<file path="config.mk">
export PLATFORM = sky130hd
export DESIGN_NAME = async_serial_tx
export DESIGN_NICKNAME = d
export VERILOG_FILES = /design/src/rtl/atx_pkg.sv /design/src/rtl/atx_cfg_regs.sv /design/src/rtl/atx_hold_buf.sv /design/src/rtl/atx_serializer.sv /design/src/rtl/async_serial_tx.sv
export SDC_FILE = /design/constraint.sdc
export NUM_CORES = 1
export LEC_CHECK = 0
export BUFFER_PORTS_ARGS = -buffer_cell sky130_fd_sc_hd__buf_2
export CAP_MARGIN = 30
export CORE_ASPECT_RATIO = 0.6
export CORE_UTILIZATION = 55
export DETAILED_ROUTE_END_ITERATION = 8
export HOLD_SLACK_MARGIN = 0.02
export PLACE_DENSITY = 0.74
export SLEW_MARGIN = 30
export SYNTH_ARGS = -nofsm -noshare
export SYNTH_HDL_FRONTEND = slang
export SYNTH_SLANG_ARGS = --single-unit
export TNS_END_PERCENT = 100
</file>
<file path="constraint.sdc">
create_clock -name clk -period 2.15 [get_ports clk]
set_clock_uncertainty 0.2 [all_clocks]
set_input_delay 0.645 -clock clk [delete_from_list [all_inputs] [get_ports clk]]
set_output_delay 0.645 -clock clk [all_outputs]
set_load 0.02 [all_outputs]
</file>
<file path="src/rtl/atx_pkg.sv">
package atx_pkg;
    localparam int LOW_W     = 8;
    localparam int FRAME_MAX = LOW_W + 1;
    localparam int CNT_W     = $clog2(FRAME_MAX + 1);

    typedef enum logic [2:0] {
        ST_IDLE,
        ST_START,
        ST_DATA,
        ST_PARITY,
        ST_STOP1,
        ST_STOP2
    } atx_state_e;

    typedef struct packed {
        logic [2:0] size_code;
        logic [1:0] par_mode;
        logic       two_stop;
    } atx_cfg_t;

    function automatic logic [CNT_W-1:0] char_len(input logic [2:0] code);
        logic [CNT_W-1:0] len;
        case (code)
            3'b000:  len = CNT_W'(5);
            3'b001:  len = CNT_W'(6);
            3'b010:  len = CNT_W'(7);
            3'b111:  len = CNT_W'(9);
            default: len = CNT_W'(8);
        endcase
        return len;
    endfunction

    function automatic logic xor_over(input logic [FRAME_MAX-1:0] bits,
                                      input logic [CNT_W-1:0] len);
        logic acc;
        acc = 1'b0;
        for (int i = 0; i < FRAME_MAX; i++) begin
            if (i < int'(len)) acc = acc ^ bits[i];
        end
        return acc;
    endfunction
endpackage

</file>
<file path="src/rtl/atx_cfg_regs.sv">
module atx_cfg_regs
    import atx_pkg::*;
(
    input  logic     clk,
    input  logic     rst_n,
    input  logic     cfg_we,
    input  atx_cfg_t cfg_in,
    input  logic     nbit_we,
    input  logic     nbit_in,
    output atx_cfg_t cfg_q,
    output logic     nbit_q
);
    localparam atx_cfg_t CFG_RESET = '{size_code: 3'b011, par_mode: 2'b00, two_stop: 1'b0};

    always_ff @(posedge clk or negedge rst_n) begin
        if (!rst_n) begin
            cfg_q  <= CFG_RESET;
            nbit_q <= 1'b0;
        end else begin
            if (cfg_we)  cfg_q  <= cfg_in;
            if (nbit_we) nbit_q <= nbit_in;
        end
    end
endmodule

</file>
<file path="src/rtl/atx_hold_buf.sv">
module atx_hold_buf
    import atx_pkg::*;
(
    input  logic                 clk,
    input  logic                 rst_n,
    input  logic                 wr_en,
    input  logic [LOW_W-1:0]     wr_low,
    input  logic                 wr_ninth,
    input  logic                 pop,
    output logic                 full,
    output logic                 accept,
    output logic [FRAME_MAX-1:0] frame_q
);
    assign accept = wr_en && !full;

    always_ff @(posedge clk or negedge rst_n) begin
        if (!rst_n) begin
            full    <= 1'b0;
            frame_q <= '0;
        end else if (accept) begin
            full    <= 1'b1;
            frame_q <= {wr_ninth, wr_low};
        end else if (pop) begin
            full    <= 1'b0;
        end
    end
endmodule

</file>
<file path="src/rtl/atx_serializer.sv">
module atx_serializer
    import atx_pkg::*;
(
    input  logic                 clk,
    input  logic                 rst_n,
    input  logic                 tick,
    input  logic                 avail,
    input  logic [FRAME_MAX-1:0] frame_in,
    input  atx_cfg_t             cfg,
    output logic                 tx,
    output logic                 load,
    output logic                 frame_end,
    output logic                 busy
);
    atx_state_e             state, state_nx;
    logic [FRAME_MAX-1:0]   shreg;
    logic [CNT_W-1:0]       len_q;
    logic [CNT_W-1:0]       cnt_q;
    logic                   par_en_q;
    logic                   par_bit_q;
    logic                   two_stop_q;
    logic                   last_data;
    logic [CNT_W-1:0]       new_len;

    assign last_data = (cnt_q == len_q - CNT_W'(1));
    assign new_len   = char_len(cfg.size_code);

    // frame boundary events
    always_comb begin
        frame_end = tick && ((state == ST_STOP1 && !two_stop_q) || state == ST_STOP2);
        load      = tick && avail && (state == ST_IDLE || frame_end);
    end

    // next-state logic
    always_comb begin
        state_nx = state;
        unique case (state)
            ST_IDLE:   if (tick && avail) state_nx = ST_START;
            ST_START:  if (tick) state_nx = ST_DATA;
            ST_DATA:   if (tick && last_data) state_nx = par_en_q ? ST_PARITY : ST_STOP1;
            ST_PARITY: if (tick) state_nx = ST_STOP1;
            ST_STOP1:  if (tick) state_nx = two_stop_q ? ST_STOP2 : (avail ? ST_START : ST_IDLE);
            ST_STOP2:  if (tick) state_nx = avail ? ST_START : ST_IDLE;
            default:   state_nx = ST_IDLE;
        endcase
    end

    // state register
    always_ff @(posedge clk or negedge rst_n) begin
        if (!rst_n) state <= ST_IDLE;
        else        state <= state_nx;
    end

    // frame datapath: snapshot of data and configuration at load
    always_ff @(posedge clk or negedge rst_n) begin
        if (!rst_n) begin
            shreg      <= '0;
            len_q      <= CNT_W'(8);
            cnt_q      <= '0;
            par_en_q   <= 1'b0;
            par_bit_q  <= 1'b0;
            two_stop_q <= 1'b0;
        end else if (load) begin
            shreg      <= frame_in;
            len_q      <= new_len;
            cnt_q      <= '0;
            par_en_q   <= cfg.par_mode[1];
            par_bit_q  <= xor_over(frame_in, new_len) ^ cfg.par_mode[0];
            two_stop_q <= cfg.two_stop;
        end else if (tick && state == ST_DATA) begin
            shreg      <= shreg >> 1;
            cnt_q      <= cnt_q + CNT_W'(1);
        end
    end

    // outputs
    always_comb begin
        busy = (state != ST_IDLE);
        unique case (state)
            ST_IDLE:   tx = 1'b1;
            ST_START:  tx = 1'b0;
            ST_DATA:   tx = shreg[0];
            ST_PARITY: tx = par_bit_q;
            ST_STOP1:  tx = 1'b1;
            ST_STOP2:  tx = 1'b1;
            default:   tx = 1'b1;
        endcase
    end
endmodule

</file>
<file path="src/rtl/async_serial_tx.sv">
module async_serial_tx
    import atx_pkg::*;
(
    input  logic             clk,
    input  logic             rst_n,
    input  logic             baud_tick,
    input  logic             cfg_we,
    input  logic             cfg_size_hi,
    input  logic [1:0]       cfg_size_lo,
    input  logic [1:0]       cfg_parity,
    input  logic             cfg_two_stop,
    input  logic             nbit_we,
    input  logic             nbit_in,
    input  logic             data_we,
    input  logic [LOW_W-1:0] data_in,
    output logic             tx_line,
    output logic             buf_empty,
    output logic             tx_done
);
    atx_cfg_t             cfg_wr;
    atx_cfg_t             cfg_q;
    logic                 nbit_q;
    logic                 buf_full;
    logic                 wr_accept;
    logic [FRAME_MAX-1:0] buf_frame;
    logic                 frame_load;
    logic                 frame_end;
    logic                 ser_busy;

    assign cfg_wr = '{size_code: {cfg_size_hi, cfg_size_lo},
                      par_mode:  cfg_parity,
                      two_stop:  cfg_two_stop};

    atx_cfg_regs u_cfg (
        .clk     (clk),
        .rst_n   (rst_n),
        .cfg_we  (cfg_we),
        .cfg_in  (cfg_wr),
        .nbit_we (nbit_we),
        .nbit_in (nbit_in),
        .cfg_q   (cfg_q),
        .nbit_q  (nbit_q)
    );

    atx_hold_buf u_buf (
        .clk      (clk),
        .rst_n    (rst_n),
        .wr_en    (data_we),
        .wr_low   (data_in),
        .wr_ninth (nbit_q),
        .pop      (frame_load),
        .full     (buf_full),
        .accept   (wr_accept),
        .frame_q  (buf_frame)
    );

    atx_serializer u_ser (
        .clk       (clk),
        .rst_n     (rst_n),
        .tick      (baud_tick),
        .avail     (buf_full),
        .frame_in  (buf_frame),
        .cfg       (cfg_q),
        .tx        (tx_line),
        .load      (frame_load),
        .frame_end (frame_end),
        .busy      (ser_busy)
    );

    always_ff @(posedge clk or negedge rst_n) begin
        if (!rst_n)                      tx_done <= 1'b0;
        else if (wr_accept)              tx_done <= 1'b0;
        else if (frame_end && !buf_full) tx_done <= 1'b1;
    end

    assign buf_empty = !buf_full;
endmodule

</file>
# Word level (Yosys, flattened, before mapping)
# Cells that the tools add are included.
classes:
  addsub: 2
  n_mul: 0
  n_div: 0
  magnitude_cmp: 9
  n_eq_ne: 15
  n_shift: 0
  mux: 38
  bitwise_logic: 9
  reduce_logical: 18
op_table:
  columns: ["operator", "n"]
  rows:
  - ["$mux 3", 8]
  - ["$mux 1", 23]
  - ["$mux 9", 2]
  - ["$pmux 3 s6", 1]
  - ["$lt 3x4->1 const A", 4]
  - ["$pmux 4 s4", 1]
  - ["$eq 3x2->1 const B", 3]
  - ["$eq 3x3->1 const B", 3]
  - ["$xor 1x1->1", 9]
  - ["$logic_and 1x1->1", 8]
  - ["$lt 1x4->1 const A", 2]
  - ["$lt 2x4->1 const A", 2]
  - ["$mux 4", 2]
  - ["$ne 2x2->1 const B", 4]
  - ["$eq 3x1->1 const B", 2]
  - ["$logic_not 3->1", 2]
  - ["$reduce_and 6->1", 1]
  - ["$reduce_bool 2->1", 3]
  - ["$add 4x1->4 const B", 1]
  - ["$eq 4x4->1", 1]
  - ["$lt 4x4->1 const A", 1]
  - ["$ne 2x1->1 const B", 2]
  - ["$sub 4x1->4 const B", 1]
  - ["$pmux 1 s3", 1]
  - ["2 further kinds", 4]
word_totals:
  register_bits: 41
  latchBits: 0
  mem_bits_rw: 0
  mem_bits_ro: 0
  in_bits: 21
  output_inout_bits: 3
  mem_count: 0

# Depth between registers and ports, before layout
# Gate-level depths: netlist of run 1.
logic_depth:
  word_depth: 32
  mapped_depth: 7
  mapped_depth_nobuf: 7

# Modules after synthesis
# From an unflattened synthesis of run 1, not the netlist that was laid out.
hier_totals:
  cells_unflattened: 184
  area_unflattened_um2: 2107.0
by_module_without_submodules:
  columns: ["module", "instances", "cells_each", "area_per_inst_um2", "seq_area_each_um2"]
  rows:
  - ["atx_serializer", 1, 141, 1355.0, 576.8]
  - ["atx_hold_buf", 1, 23, 414.1, 250.2]
  - ["atx_cfg_regs", 1, 15, 290.3, 177.7]
  - ["async_serial_tx", 1, 5, 47.5, 25.0]

# Least setup slack after synthesis of run 1
# Ideal clock, no wire load.
synth_timing:
  path_kind: "flip-flop to output port"
  from: "register u_ser.state[1]"
  to: "output tx_line"
  arrival_ns: 1.218
  path_slack_ns: 0.087
  stages_incl_launch_ff: 4
  cell_sequence: "dfrtp_1 clkbuf_1 a21oi_1 o21ai_0"
synth_between:
  elab_chain_len: 2
synth_lines:
  columns: ["element", "line_no", "source"]
  rows:
  - ["from (decl)", "atx_serializer.sv:15", "atx_state_e state, state_nx;"]
  - ["from (signal assigned)", "atx_serializer.sv:51", "else state <= state_nx;"]
  - ["$eq 3x2->1 / $eq 3x1->1 (equally long branches)", "atx_serializer.sv:79", "unique case (state)"]
  - ["$pmux 1 s3 *", "atx_serializer.sv:79", null]
  - ["to (decl)", "async_serial_tx.sv:16", "output logic tx_line,"]
# Mark *: on every way between the ends. The rest lies on a longest branch, timed or not.

# Worst setup path after layout of run 1
# Ends and elaborated chain as after synthesis.

==> results of run 1 <==
-- critical path, delay by kind of cell, from the launching register on --
kind | cells | cell delay, ns
buffers and inverters | 1 | 0.18
DFF | 1 | 0.47
and+or+nand+nor | 1 | 0.15
AOI/OAI and AO/OA | 1 | 0.12
-- cell usage after synthesis, drive strengths merged, types with 2 or more instances --
cell type / n / area (um^2)
xor2: 5 / 43.8
dfrtp: 38 / 951
nand2b: 5 / 31.3
a221o: 3 / 30.0
nand4b: 2 / 17.5
buf: 9 / 48.8
ha: 2 / 25.0
nor3b: 6 / 50.1
o32ai: 2 / 25.0
mux2: 16 / 180
nor3: 3 / 15.0
mux2i: 10 / 100
nor2: 12 / 45.0
nand4: 2 / 12.5
and3: 2 / 12.5
xnor2: 14 / 141
a211oi: 2 / 27.5
a21oi: 11 / 55.1
clkbuf: 7 / 26.3
or3: 2 / 12.5
dfstp: 3 / 78.8
o311ai: 2 / 17.5
nand3: 3 / 20.0
o21ai: 18 / 90.1
o21a: 3 / 22.5
nand2: 16 / 60.1
inv: 9 / 33.8
-- final cells by class --
| cell class | instances | area [um^2] | area share |
|---|---|---|---|
| well taps | 47 | 58.8 | 0.0229 |
| multi-input cells | 153 | 1130 | 0.441 |
| inverters | 9 | 33.8 | 0.0131 |
| flip-flops and latches | 41 | 1030 | 0.401 |
| clock buffers | 8 | 90.1 | 0.0350 |
| repair buffers | 34 | 223 | 0.0866 |
-- cells in the final DEF (no fill, tap or decap), drive strengths merged, types with 5 or more instances in the layout --
master	synthesis	layout
nand2	16	16
buf	9	34
mux2i	10	10
inv	9	9
a21oi	11	11
xnor2	14	14
mux2	16	16
nor3b	6	6
nand2b	5	5
o21ai	18	18
clkbuf	7	8
nor2	12	12
xor2	5	5
dfrtp	38	38
-- routing by layer --
layer	track usage	up-vias	wire (um)
met2	0.301	67	1740
met4	0.0593	0	36
met5	0	-	0
met3	0.0619	4	317
met1	0.347	793	2350
li1	-	824	-
-- sequential cells by signal (all words and copies together) (netlist names), 3 cells and up --
register / count
u_ser.shreg: 9
u_ser.len_q: 4
u_ser.cnt_q: 4
u_buf.frame_q: 9
u_cfg.cfg_q: 6
u_ser.state: 3
-- power groups by stage --
stage	combinational (mW)	sequential, mW	clock, mW
after floorplan	1.40	1.26	0
after global placement	1.61	1.43	0
after detailed placement	1.65	1.44	0
after CTS	1.65	1.43	0.528
after global routing	1.88	1.47	0.554
final	1.69	1.43	0.506
-- cell families (layout without fill, tap and decap cells) --
| kind of cell | after synthesis | after routing | share of synthesized area |
|---|---|---|---|
| and+or+nand+nor | 58 | 58 | 0.139 |
| AOI/OAI and AO/OA | 48 | 48 | 0.145 |
| DFF | 41 | 41 | 0.453 |
| muxes | 26 | 26 | 0.123 |
| buffers and inverters | 25 | 51 | 0.0479 |
| xor gates and xnor gates | 19 | 19 | 0.0815 |
| adders and majority gates | 2 | 2 | 0.0110 |
-- path summary, 6_finish.rpt --
path | end | depth (start not counted) | slack, ns | start
min in group clk | u_cfg.nbit_q | 1 | 0.31 | u_cfg.nbit_q
worst max-delay path | tx_line | 3 | 0.1 | u_ser.state[1]
max in group asynchronous | u_ser.state[1] | 2 | 1.14 | rst_n
worst min register to register | u_cfg.nbit_q | 1 | 0.31 | u_cfg.nbit_q
worst min-delay path | u_buf.frame_q[4] | 2 | 0.21 | rst_n
worst max register to register | u_ser.par_bit_q | 4 | 0.16 | u_cfg.cfg_q[4]
-- timing repair --
action,CTS,global route
hold buffers,0,0
pin swaps,0,0
buffers inserted,0,1
hold endpoints to repair,0,0
setup endpoints to repair,1,1
gates resized for setup,1,2
==> impl_metrics.yaml, run 1 <==
place:
  place_area_um2: 2470
  dp.cells: 283
  gp_congestion: 0.865
  pre_cts_slack_ns: 0.122
  io_buffers: 23
  dp_hpwl_um: 3210
worst_setup_path:
  cp.required_ns: 1.30
  worstSetupEndpointType: "primary output"
  setup.worst_path.class: "register to primary output"
  path_cells: "nor3b_1 -> o21ai_0 -> buf_2"
  start_kind: "register"
  cp.arrival_ns: 1.21
  slowest_delay_ns: 0.47
  path_max_fanout: 10
  cpMaxStageDelayCell: "dfrtp_2"
final_layout:
  finalInstanceArea_um2: 2570
  fin_util: 0.676
  area_growth_pct: 13.2
  antenna_cells: 0
  layout-drive-gt1-share: 0.278
  fill_cells: 308
  final_net_count: 267
  final_cells: 292
sta:
  maxSlewHeadroom: 0.652
  fin_crit_ns: 2.05
  post-route-period-util: 0.956
  rsz0062_at_grt: "no"
  finalSetupTns_ns: 0
  hold_viol_final: 0
  fmax_mhz: 487
  fin_ws_ns: 0.0954
  finalSetupViolCount: 0
  maxSlewViolCount: 0
  finalHoldWorstSlack_ns: 0.214
  max_slew.worst_pin.slew_ns: 0.522
synth:
  ys_ff_latch: 41
  synth_edf_count: 0
  synth.cell_area_um2: 2270
  synth.avg_cell_area_um2: 10.4
  synth_nets: 242
  synthFlopType: "dfrtp_1"
  ys_seq_area_frac: 0.453
  syn_inst: 219
  synth_cell_types: 47
  yosys_warnings: 0
  async_reset_ff_frac: 1.00
detailed_routing:
  drc: 0
  drt_iter0_drc: 177
  wire_per_inst_um: 15.2
  vias: 1688
  wl_um: 4440
  via_per_inst: 5.78
  antenna_left: 0
  firstDrtPassIters: 4
cts:
  cts_sinks: 41
  clk_pin_slew_ns: 0.08
  clockRootBuffer: "clkbuf_8"
  cts_tree: "built"
  clockBufferDepth: 2
  numCtsBuffers: 5
  htree_levels: 2
  clock_latency_ns: 0.29
global_routing:
  grt_max_degree: 42
  antenna_found_initial: 0
  track_usage: 0.224
  grt_overflow_total: 0
  grt_pass1_vias: 1482
  grt_pass1_wl_um: 7300
run:
  max_cap_viol_count: 0
power_and_ir_drop:
  p_leak_nw: 1.10
  p_int_mw: 2.21
  p_per_area_nw_per_um2: 1410
  p_total_mw: 3.62
  clockPowerShare: 0.140
  ir_worst_vdd_uv: 679
  seqPwrFrac: 0.394
  power_switching_mw: 1.41
  swShare: 0.389
  comb_power_share: 0.466
floorplan:
  rows: 17
  die_w_um: 85
  start_util: 0.597
  io_pins: 24
  die_height_um: 51.8
  core_um2: 3810
  dieArea_um2: 4400
status:
  run_status: "completed"
min_path:
  hold_class: "primary input to async pin"
Power figures use the tool's default switching activity.
==> run 2, diff against run 1 <==
--- a/config.mk
+++ b/config.mk
@@ -10,6 +10,7 @@
 export CORE_ASPECT_RATIO = 0.6
 export CORE_UTILIZATION = 55
 export DETAILED_ROUTE_END_ITERATION = 8
+export GPL_TIMING_DRIVEN = 0
 export HOLD_SLACK_MARGIN = 0.02
 export PLACE_DENSITY = 0.74
 export SLEW_MARGIN = 30
==> run 2 against run 1 <==
Effect of this change: wire length up 6.9%; non-clock buffer count rose by 3; first-iteration DRC count fell by 31%.
==> impl_metrics.yaml, run 2 (synthesized netlist as in run 1, its figures left out) <==
final_layout:
  antenna_cells: 0
  area_growth_pct: 13.0
  layout_common_cells: "dfrtp_1 (37), buf_2 (26), nand2_1 (16), mux2_2 (16), o21ai_0 (14)"
  final_net_count: 270
  final_common_cell: "dfrtp_1"
  finalInstanceArea_um2: 2570
  layout-drive-gt1-share: 0.278
  reg.largest.list: "u_buf.frame_q: 9 flops, u_ser.shreg: 9 flops, u_cfg.cfg_q: 6 flops"
worst_setup_path:
  slowest_delay_ns: 0.40
  cp.arrival_ns: 1.29
  worstSetupEndpointType: "primary output"
  start_kind: "register"
  crit_path_start: "u_ser.state[1]"
  setup.worst_path.class: "register to primary output"
  cpMaxStageDelayCell: "dfrtp_1"
  reg2reg_from: "u_buf.frame_q[6]"
  cp_top_family: "flip-flops"
  path_buf_inv: 2
  path_max_fanout: 10
  cp.required_ns: 1.30
  path_cells: "buf_8 -> nor3b_2 -> o21ai_1 -> buf_4"
cts:
  numCtsBuffers: 5
  ctsHoldBuffers: 0
  clockBufferDepth: 2
  htree_levels: 2
  clock_latency_ns: 0.30
  clockRootBuffer: "clkbuf_8"
  cts_tree: "built"
  cts_sinks: 41
  clk_pin_slew_ns: 0.08
floorplan:
  start_util: 0.597
  core_um2: 3810
  dieArea_um2: 4400
  io_pins: 24
  rows: 17
  die_w_um: 85
  die_height_um: 51.8
sta:
  maxSlewHeadroom: 0.623
  fmax_mhz: 469
  max_slew.worst_pin.slew_ns: 0.565
  finalSetupTns_ns: 0
  maxSlewViolCount: 0
  fin_ws_ns: 0.0171
  hold_viol_final: 0
  fin_crit_ns: 2.13
  finalSetupViolCount: 0
  post-route-period-util: 0.992
  rsz0062_at_grt: "yes"
run:
  max_cap_viol_count: 0
min_path:
  hold_class: "primary input to async pin"
power_and_ir_drop:
  p_total_mw: 3.70
  ir_worst_vdd_uv: 803
  p_leak_nw: 1.11
  p_per_area_nw_per_um2: 1440
global_routing:
  grt_pass1_wl_um: 7870
  grt_max_degree: 42
  grt_overflow_total: 0
  grt_pass1_vias: 1648
  antenna_found_initial: 0
  track_usage: 0.239
detailed_routing:
  vias: 1726
  wire_per_inst_um: 16.1
  drc: 0
  antenna_left: 0
  wl_um: 4740
  firstDrtPassIters: 4
  via_per_inst: 5.85
  drt_iter0_drc: 122
place:
  place_area_um2: 2440
  gp_congestion: 0.884
  dp_hpwl_um: 3330
  io_buffers: 22
  pre_cts_slack_ns: -0.102
status:
  run_status: "completed"
==> run 2: layout make-up <==
type	instances	area, um^2
Sequential cell	41	1030
Clock inverter	1	5.00
Inverter	9	33.8
Multi-Input combinational cell	153	1140
Clock buffer	7	96.3
Timing Repair Buffer	24	128
Fill cell	319	1240
Tap cell	47	58.8
Buffer	13	76.3
==> run 2: metal layers <==
layer	vias to the layer above	global-route usage	wire, um
li1	831	-	-
met1	830	0.371	2600
met2	58	0.333	1810
met3	7	0.0524	284
met4	0	0.0678	42
met5	-	0	0
==> run 2: timing repair <==
| item | CTS | global route |
|---|---|---|
| resized for setup | 5 | 5 |
| endpoints found under the setup margin | 2 | 3 |
| pin swaps | 0 | 1 |
| buffers inserted | 0 | 2 |
==> run 2: worst paths after layout <==
| check | slack [ns] | end | depth (start not counted) |
|---|---|---|---|
| max | 0.02 | tx_line | 4 |
| min | 0.12 | u_ser.state[1] | 1 |
| max reg2reg | 0.08 | u_ser.par_bit_q | 7 |
| min reg2reg | 0.28 | u_ser.two_stop_q | 2 |
| max in group asynchronous | 1.25 | u_ser.len_q[3] | 1 |
| min in group clk | 0.28 | u_ser.two_stop_q | 2 |
==> run 2: through the flow <==
stage,hold slack (ns),util,instances
floorplan,0.149,-,219
global placement,0.267,0.641,288
detailed placement,0.276,0.641,288
CTS,0.288,0.668,293
global route,0.155,0.675,295
finish,0.122,0.675,295
==> run 2: power breakdown <==
| group | switching, mW | internal, mW | total [mW] | leakage (nW) |
|---|---|---|---|---|
| sequential | 0.269 | 1.07 | 1.34 | 0.501 |
| clock | 0.279 | 0.291 | 0.569 | 0.0542 |
| combinational | 0.927 | 0.855 | 1.78 | 0.552 |
==> run 3, diff against run 2 <==
--- a/config.mk
+++ b/config.mk
@@ -13,6 +13,7 @@
 export GPL_TIMING_DRIVEN = 0
 export HOLD_SLACK_MARGIN = 0.02
 export PLACE_DENSITY = 0.74
+export REMOVE_ABC_BUFFERS = 1
 export SLEW_MARGIN = 30
 export SYNTH_ARGS = -nofsm -noshare
 export SYNTH_HDL_FRONTEND = slang
==> run 3 against run 2 <==
Effect of this change: core utilization is 0.099 points higher; combinational power fell by 10%; worst setup slack better by 0.054 ns; die area is the same; hold slack lost 0.0037 ns; cell count shrank 2.0%; largest power group unchanged; highest routed layer unchanged.
==> impl_metrics.yaml, run 3 (synthesized netlist as in run 1, its figures left out) <==
worst_setup_path:
  cp.arrival_ns: 1.23
  rrSetupSlack_ns: 0.14
  cp.required_ns: 1.30
  path_cells: "inv_1 -> a21oi_1 -> o21ai_0 -> buf_2"
  crit_path_start: "u_ser.state[0]"
  cp_top_family: "flip-flops"
  start_kind: "register"
  reg2reg_from: "u_buf.frame_q[6]"
  path_buf_inv: 2
  path_max_fanout: 4
  cpMaxStageDelayCell: "dfrtp_2"
  slowest_delay_ns: 0.43
  worstSetupEndpointType: "primary output"
  setup.worst_path.class: "register to primary output"
detailed_routing:
  via_per_inst: 5.72
  wire_per_inst_um: 15.2
  drt_iter0_drc: 115
  firstDrtPassIters: 4
  vias: 1653
  drc: 0
  antenna_left: 0
  wl_um: 4380
final_layout:
  layout_common_cells: "dfrtp_1 (34), buf_2 (22), nand2_1 (16), mux2_2 (16), o21ai_0 (15)"
  reg.largest.list: "u_buf.frame_q: 9 flops, u_ser.shreg: 9 flops, u_cfg.cfg_q: 6 flops"
  multi_input_area_um2: 1140
  layout-drive-gt1-share: 0.281
  final_cells: 289
  final_common_cell: "dfrtp_1"
  fin_util: 0.676
  finalInstanceArea_um2: 2570
  antenna_cells: 0
  fill_cells: 288
  area_growth_pct: 13.2
  regArea_um2: 1030
  final_net_count: 264
place:
  dp.cells: 275
  io_buffers: 23
  dp_hpwl_um: 2940
  gp_congestion: 0.796
  pre_cts_slack_ns: -0.273
  place_area_um2: 2400
cts:
  clockBufferDepth: 2
  clk_pin_slew_ns: 0.08
  clock_latency_ns: 0.29
  htree_levels: 2
  clockRootBuffer: "clkbuf_8"
  cts_tree: "built"
  cts_sinks: 41
  numCtsBuffers: 5
power_and_ir_drop:
  ir_worst_vdd_uv: 768
  p_total_mw: 3.71
  p_per_area_nw_per_um2: 1440
  p_leak_nw: 1.10
global_routing:
  grt_pass1_wl_um: 7560
  track_usage: 0.227
  antenna_found_initial: 0
  grt_max_degree: 42
  grt_pass1_vias: 1535
  grt_overflow_total: 0
floorplan:
  dieArea_um2: 4400
  io_pins: 24
  core_um2: 3810
  rows: 17
  die_height_um: 51.8
  start_util: 0.597
  die_w_um: 85
sta:
  finalHoldWorstSlack_ns: 0.118
  max_slew.worst_pin.slew_ns: 0.561
  fin_crit_ns: 2.08
  fmax_mhz: 481
  maxSlewViolCount: 0
  hold_viol_final: 0
  finalSetupTns_ns: 0
  maxSlewHeadroom: 0.624
  finalSetupViolCount: 0
  post-route-period-util: 0.967
  fin_ws_ns: 0.0713
run:
  max_cap_viol_count: 0
status:
  run_status: "completed"
min_path:
  hold_class: "primary input to async pin"
-- run 3: changes by cell type in the layout (fill, tap and decap cells not counted), sizes merged --
| cell | before | now |
|---|---|---|
| clkinv | 1 | 0 |
| bufinv | 0 | 1 |
| buf | 33 | 31 |
| clkbuf | 11 | 7 |
-- run 3: per-layer routing --
layer / vias to the layer above / GRT usage / wire [um]
met5: - / 0 / 0
met4: 0 / 0.0678 / 43
met3: 6 / 0.0524 / 119
met2: 24 / 0.335 / 1910
met1: 800 / 0.334 / 2300
li1: 823 / - / -
-- run 3: worst paths after layout --
check | depth (start not counted) | end
max | 4 | tx_line
min | 1 | u_buf.frame_q[5]
max reg2reg | 5 | u_ser.par_bit_q
min reg2reg | 2 | u_ser.two_stop_q
max in group asynchronous | 1 | u_ser.state[1]
min in group clk | 2 | u_ser.two_stop_q
-- run 3: layout make-up --
type | instances | area share
Clock inverter | 1 | 0.0117
Multi-Input combinational cell | 153 | 0.445
Clock buffer | 7 | 0.0336
Inverter | 9 | 0.0131
Tap cell | 47 | 0.0229
Sequential cell | 41 | 0.402
Timing Repair Buffer | 31 | 0.0720
-- run 3: timing repair --
action / CTS / global route
resized for setup: 3 / 1
hold buffers: 0 / 0
setup buffers: 4 / 2
endpoints found under the setup margin: 4 / 2
pin swaps: 2 / 0
-- run 3: power by group --
group | total [mW] | leakage, nW | switching, mW | internal (mW)
registers | 1.46 | 0.498 | 0.381 | 1.08
clock network | 0.651 | 0.0585 | 0.273 | 0.379
logic | 1.60 | 0.540 | 0.761 | 0.834
